**config.mk**
```make
export PLATFORM = sky130hd
export DESIGN_NAME = cfg_alias_reg
export DESIGN_NICKNAME = d
export VERILOG_FILES = /design/src/rtl/cfg_alias_pkg.sv /design/src/rtl/alias_arm_ctrl.sv /design/src/rtl/cfg_field_store.sv /design/src/rtl/cfg_readback.sv /design/src/rtl/cfg_alias_reg.sv
export SDC_FILE = /design/constraint.sdc
export NUM_CORES = 1
export LEC_CHECK = 0
export ABC_AREA = 1
export BUFFER_PORTS_ARGS = -buffer_cell sky130_fd_sc_hd__buf_4
export CAP_MARGIN = 0
export CORE_MARGIN = 3
export CORE_UTILIZATION = 25
export CTS_CLUSTER_SIZE = 25
export DETAILED_ROUTE_END_ITERATION = 6
export RECOVER_POWER = 100
export SLEW_MARGIN = 20
export SYNTH_ARGS = -nofsm -noshare
export SYNTH_HDL_FRONTEND = slang
export SYNTH_SLANG_ARGS = --single-unit
```
**constraint.sdc**
```tcl
create_clock -name clk -period 2 [get_ports clk]
set_input_delay 0.4 -clock clk [delete_from_list [all_inputs] [get_ports clk]]
set_output_delay 0.4 -clock clk [all_outputs]
set_load 0.005 [all_outputs]
```
**src/rtl/cfg_alias_pkg.sv**
```systemverilog
package cfg_alias_pkg;
  localparam int CFG_W = 8;

  // bit positions that software decodes
  localparam int MEDIA_LSB = 0;
  localparam int LINK_BIT  = 2;
  localparam int WAIT_BIT  = 4;
  localparam int BERR_BIT  = 5;

  typedef enum logic [1:0] {
    MEDIA_TWISTED = 2'b00,
    MEDIA_THIN    = 2'b01,
    MEDIA_THICK   = 2'b10,
    MEDIA_AUTO    = 2'b11
  } media_e;

  typedef struct packed {
    logic cfg_rd;
    logic cfg_wr;
    logic cnt_wr;
  } steer_t;

  function automatic logic coax_decode(input media_e m, input logic det);
    case (m)
      MEDIA_THIN: coax_decode = 1'b1;
      MEDIA_AUTO: coax_decode = det;
      default:    coax_decode = 1'b0;
    endcase
  endfunction
endpackage

```
**src/rtl/alias_arm_ctrl.sv**
```systemverilog
module alias_arm_ctrl
  import cfg_alias_pkg::*;
#(
  parameter int ADDR_W   = 4,
  parameter int PAGE_W   = 2,
  parameter int CFG_ADDR = 11,
  parameter int CFG_PAGE = 0
) (
  input  logic              clk,
  input  logic              rst,
  input  logic [PAGE_W-1:0] page_i,
  input  logic [ADDR_W-1:0] addr_i,
  input  logic              rd_stb,
  input  logic              wr_stb,
  output steer_t            steer,
  output logic              armed_q
);
  localparam logic [ADDR_W-1:0] HIT_ADDR = ADDR_W'(CFG_ADDR);
  localparam logic [PAGE_W-1:0] HIT_PAGE = PAGE_W'(CFG_PAGE);

  logic hit, rd_only, wr_only, any_acc;

  always_comb begin
    hit          = (addr_i == HIT_ADDR) && (page_i == HIT_PAGE);
    rd_only      = rd_stb && !wr_stb;
    wr_only      = wr_stb && !rd_stb;
    any_acc      = rd_stb || wr_stb;
    steer.cfg_rd = rd_only && hit;
    steer.cfg_wr = wr_only && hit && armed_q;
    steer.cnt_wr = wr_only && hit && !armed_q;
  end

  always_ff @(posedge clk) begin
    if (rst)          armed_q <= 1'b0;
    else if (any_acc) armed_q <= steer.cfg_rd;
  end
endmodule

```
**src/rtl/cfg_field_store.sv**
```systemverilog
module cfg_field_store
  import cfg_alias_pkg::*;
(
  input  logic             clk,
  input  logic             rst,
  input  logic             cfg_wr,
  input  logic [CFG_W-1:0] wr_data,
  input  logic             media_det_i,
  output media_e           media_q,
  output logic             wait_q,
  output logic             coax_q
);
  always_ff @(posedge clk) begin
    if (rst) begin
      media_q <= MEDIA_AUTO;
      wait_q  <= 1'b0;
      coax_q  <= 1'b0;
    end else begin
      if (cfg_wr) begin
        media_q <= media_e'(wr_data[MEDIA_LSB +: 2]);
        wait_q  <= wr_data[WAIT_BIT];
      end
      coax_q <= coax_decode(media_q, media_det_i);
    end
  end
endmodule

```
**src/rtl/cfg_readback.sv**
```systemverilog
module cfg_readback
  import cfg_alias_pkg::*;
(
  input  logic             clk,
  input  logic             rst,
  input  steer_t           steer,
  input  logic [CFG_W-1:0] wr_data,
  input  media_e           media_q,
  input  logic             wait_q,
  input  logic             link_ok_i,
  input  logic             bus_err_i,
  output logic [CFG_W-1:0] rd_data,
  output logic             cnt_wr_q,
  output logic [CFG_W-1:0] cnt_data_q
);
  logic [CFG_W-1:0] view;

  always_comb begin
    view                      = '0;
    view[MEDIA_LSB +: 2]      = media_q;
    view[LINK_BIT]            = link_ok_i;
    view[WAIT_BIT]            = wait_q;
    view[BERR_BIT]            = bus_err_i;
  end

  always_ff @(posedge clk) begin
    if (rst) begin
      rd_data    <= '0;
      cnt_wr_q   <= 1'b0;
      cnt_data_q <= '0;
    end else begin
      rd_data  <= steer.cfg_rd ? view : '0;
      cnt_wr_q <= steer.cnt_wr;
      if (steer.cnt_wr) cnt_data_q <= wr_data;
    end
  end
endmodule

```
**src/rtl/cfg_alias_reg.sv**
```systemverilog
module cfg_alias_reg
  import cfg_alias_pkg::*;
#(
  parameter int ADDR_W   = 4,
  parameter int PAGE_W   = 2,
  parameter int CFG_ADDR = 11,
  parameter int CFG_PAGE = 0
) (
  input  logic              clk,
  input  logic              rst,
  input  logic [PAGE_W-1:0] page_i,
  input  logic [ADDR_W-1:0] addr_i,
  input  logic              rd_stb,
  input  logic              wr_stb,
  input  logic [7:0]        wr_data,
  output logic [7:0]        rd_data,
  input  logic              link_ok_i,
  input  logic              bus_err_i,
  input  logic              media_det_i,
  output logic [1:0]        media_sel_o,
  output logic              wait_sel_o,
  output logic              coax_en_o,
  output logic              cnt_hi_wr_o,
  output logic [7:0]        cnt_hi_data_o
);
  steer_t steer;
  logic   armed_q;
  media_e media_q;

  alias_arm_ctrl #(
    .ADDR_W(ADDR_W), .PAGE_W(PAGE_W), .CFG_ADDR(CFG_ADDR), .CFG_PAGE(CFG_PAGE)
  ) arm_i (
    .clk(clk), .rst(rst), .page_i(page_i), .addr_i(addr_i),
    .rd_stb(rd_stb), .wr_stb(wr_stb), .steer(steer), .armed_q(armed_q)
  );

  cfg_field_store store_i (
    .clk(clk), .rst(rst), .cfg_wr(steer.cfg_wr), .wr_data(wr_data),
    .media_det_i(media_det_i), .media_q(media_q), .wait_q(wait_sel_o),
    .coax_q(coax_en_o)
  );

  cfg_readback rb_i (
    .clk(clk), .rst(rst), .steer(steer), .wr_data(wr_data),
    .media_q(media_q), .wait_q(wait_sel_o), .link_ok_i(link_ok_i),
    .bus_err_i(bus_err_i), .rd_data(rd_data), .cnt_wr_q(cnt_hi_wr_o),
    .cnt_data_q(cnt_hi_data_o)
  );

  assign media_sel_o = media_q;
endmodule

```
Word-level counts from Yosys, hierarchy flattened. Cells that the tools add are included.

Bitwise operators: 1. Reductions and logical operators: 13. Equal/unequal tests: 3. Multiplexer cells: 1.

Operator list (count): $logic_and 1x1->1 (7); $eq 4x4->1 const B (1); $logic_not 1->1 (3); $eq 2x1->1 const B (1); $eq 2x2->1 const B (1); $logic_not 2->1 (1); $pmux 1 s2 (1); $reduce_or 2->1 (1); $logic_or 1x1->1 (1); $not 1->1 (1).

Bits in registers: 22. Logic and storage cells: 26.

Depth between registers and ports, before layout.
Depth in word-level cells: 5. Depth in mapped cells: 8.

Modules after synthesis. A second synthesis with hierarchy kept.

Cell total of the unflattened synthesis: 111. Area, all modules: 772.0 um^2.

By module, submodules not included: cfg_readback (area each 536.8 um^2, cells each 74, seq. area each 280.3 um^2, instances 1); cfg_field_store (area each 143.9 um^2, cells each 20, seq. area each 80.1 um^2, instances 1); alias_arm_ctrl (area each 91.3 um^2, cells each 17, seq. area each 20.0 um^2, instances 1).

Least setup slack after synthesis. Ideal clock, no wire load.

Path type: in2reg. Start point: input addr_i[2]. End point: register rb_i.cnt_data_q[0]. Path buffers: 1. Stages: 7. Arrival time: 1.038 ns. Required time: 1.887 ns. Setup slack: 0.850 ns. Path through: inv_1 > nand2_1 > nor2_4 > nand4_4 > buf_6 > nor2_1 > nor2_1.

Cells in the longest elaborated chain, start to end: 4.

RTL lines: start, declared (RTL line cfg_alias_reg.sv:12) `input logic [ADDR_W-1:0] addr_i,`; $eq 4x4->1 (RTL line alias_arm_ctrl.sv:24) `hit = (addr_i == HIT_ADDR) && (page_i == HIT_PAGE);`; $logic_and 1x1->1 (RTL line alias_arm_ctrl.sv:24); $logic_and 1x1->1 (2 in series) (RTL line alias_arm_ctrl.sv:30) `steer.cnt_wr = wr_only && hit && !armed_q;`; end signal, assigned (RTL line cfg_readback.sv:34) `if (steer.cnt_wr) cnt_data_q <= wr_data;`; end, declared (RTL line cfg_readback.sv:14) `output logic [CFG_W-1:0] cnt_data_q`.

Every way passes these cells. A chain may end at the register's enable or synchronous reset.

Worst setup path in the final report.
Start point: register store_i.media_q[0]. End point: output media_sel_o[0].

RTL lines: start, declared (RTL line cfg_field_store.sv:9) `output media_e media_q,`; start signal, assigned (RTL line cfg_field_store.sv:20) `media_q <= media_e'(wr_data[MEDIA_LSB +: 2]);`; end, declared (RTL line cfg_alias_reg.sv:20) `output logic [1:0] media_sel_o,`.

No word-level cell between the ends.

==> results.toml <==
[outcome]
outcome = "complete, no violations"

[finish]
fin_nets = 167
fillCellCount = 304
area_growth_pct = 39.0
diodes = 0
final_common_cell = "nor2_1"
drive_above_1_share_pct = 28.3
layout_common_cells = "nor2_1 (28), nand2_1 (23), dfxtp_1 (19), buf_4 (19), inv_1 (18)"

[setup_path]
crit_arrival_ns = 0.83
worstSetupPathType = "flip-flop to output port"
r2r_cells = 5
crit_end = "media_sel_o[0]"
cp-end-kind = "output port"
rrSetupSlack_ns = 0.96
cp_num_buf_inv = 1
cp_max_fo = 4
cpMaxStageDelayCell = "dfxtp_1"
critPathTopFamily = "flip-flops"
r2r_start = "arm_i.armed_q"
regToRegEndpoint = "rb_i.cnt_data_q[4]"
worstPathCellList = "clkbuf_4"
slowest_delay_ns = 0.38
cp-start-kind = "flip-flop"
crit_start = "store_i.media_q[0]"
critPathRequiredTime_ns = 1.60
worstSetupPathDepth = 1

[route]
dr.pass1.iters = 4
routed_wl_mm = 1.79
ant_nets = 0
drt_iter0_drc = 9
avgRoutedWirePerCell_um = 9.56
wl_met3_um = 192
drc = 0
post_drt_via_cell_ratio = 3.90
wl_met2_um = 846
wl_met1_um = 723
highest_layer = "met4"
dr_total_vias = 730

[cts]
ctsResizeCount = 0
max-clock-path-buffers = 2
clk_latency_ns = 0.30
h-tree-depth = 1
holdBufCountCts = 0
clk_pin_slew_ns = 0.11
cts_tree = "yes"
root_buffer = "clkbuf_4"
cts_buffers = 3
cts_setup_buffers = 0
clock-sinks = 19

[place]
dp_slack_ns = 0.648
io_buffers = 38
place_congestion = 0.760
hpwl_mm = 1.46

[yosys]
yosysSeqAreaShare_pct = 48.6
netlist_area_um2 = 782
avgSynthCellArea_um2 = 7.38
ys_seq_elements = 19
synthCells = 106
yosys_warnings = 0
yosysUniqueCellTypes = 16

[sta]
hold_viol = 0
drv_slew = 0
fin_ws_ns = 0.767
period_minus_slack_ns = 1.23
rsz0062_at_grt = "no"
min_period_over_period_pct = 61.6
tns_ns = 0
setup_viol = 0
maxClockFrequency_ghz = 0.811
fin_skew_ns = 0.00298

[global_route]
grt_max_degree = 18
grt_pass1_wl_mm = 2.71
grt_overflow = 0
grtUsageTotal_pct = 9.86
antenna_found_initial = 0
grt_pass1_vias = 676

[floorplan]
placementRows = 19
die_h_um = 61.9
die_area_mm2 = 0.00384
die_w_um = 61.9
design.core.area_mm2 = 0.00288
initial_core_util_pct = 27.2
io_pins = 42

[power]
swShare_pct = 22.5
clockPowerShare_pct = 30.7
leakagePower_nw = 0.586
p_comb_share_pct = 8.5
power_density_mw_per_mm2 = 576
switching_power_mw = 0.141
seqPwrFrac_pct = 60.8
ir_worst_vdd_mv = 0.324
p_total_mw = 0.626
p_int_mw = 0.486

[hold_path]
hold_class = "primary input to flip-flop"

[run]
maxCapViolations = 0
-- cell families (layout without fill, tap and decap cells) --
family | count (synthesis) | in the layout | synth area share, %
AO/OA/AOI/OAI | 1 | 1 | 0.639
flip-flops | 19 | 19 | 48.6
AND/OR/NAND/NOR | 62 | 62 | 36.3
other | 1 | 3 | 0.480
buffers and inverters | 23 | 60 | 13.9
-- worst min-delay path by stage --
stage                            to  slack [ns]  cells past startpoint                from
floorplan           rb_i.rd_data[0]        0.45                      2  store_i.media_q[0]
global placement    rb_i.rd_data[4]        0.45                      2      store_i.wait_q
detailed placement  rb_i.rd_data[4]        0.45                      2      store_i.wait_q
CTS                  store_i.coax_q        0.27                      2                 rst
global route         store_i.coax_q        0.29                      2                 rst
finish               store_i.coax_q        0.28                      2                 rst
-- registers in the layout, summed over array words and instances (netlist names) --
name	count
store_i.coax_q	1
store_i.media_q	2
arm_i.armed_q	1
store_i.wait_q	1
rb_i.cnt_data_q	8
rb_i.cnt_wr_q	1
rb_i.rd_data	5
-- final cells by class --
class,count,area [um^2],area share (%)
Sequential cell,19,380,35.0
Tap cell,42,52.6,4.83
Timing Repair Buffer,38,267,24.5
Clock buffer,3,22.5,2.07
Multi-Input combinational cell,66,293,26.9
Clock inverter,1,5.00,0.460
Inverter,18,67.6,6.21
-- cells in the mapped netlist (all sizes together) --
cell type / instances / share of area [%]
buf: 4 / 4.3
inv: 18 / 8.6
nand3b: 1 / 0.96
nor2: 30 / 17
nand4: 3 / 4.3
nand3: 4 / 2.6
o21ai: 1 / 0.64
conb: 1 / 0.48
nand2: 24 / 12
dfxtp: 19 / 49
clkbuf: 1 / 0.96
-- power groups by stage --
stage | registers (mW) | clock network, mW | logic (mW)
global route | 0.381 | 0.214 | 0.0594
floorplan | 0.390 | 0 | 0.0224
CTS | 0.381 | 0.205 | 0.0561
global placement | 0.389 | 0 | 0.0551
finish | 0.381 | 0.192 | 0.0535
detailed placement | 0.390 | 0 | 0.0559
-- metal layers --
layer	up-vias	global-route usage, %
li1	387	-
met5	-	0
met3	4	3.72
met1	309	9.49
met4	0	3.64
met2	30	18.8
-- metrics by stage --
step	util, %	cells	area [um^2]	hold WS [ns]
2_1_floorplan	-	108	790	0.447
4_1_cts	38.7	187	1110	0.273
6_report	37.8	187	1090	0.281
3_5_place_dp	37.8	183	1090	0.454
5_1_grt	37.8	187	1090	0.285
3_3_place_gp	37.8	183	1090	0.453
Note: power is estimated with default switching activity, not from simulation.
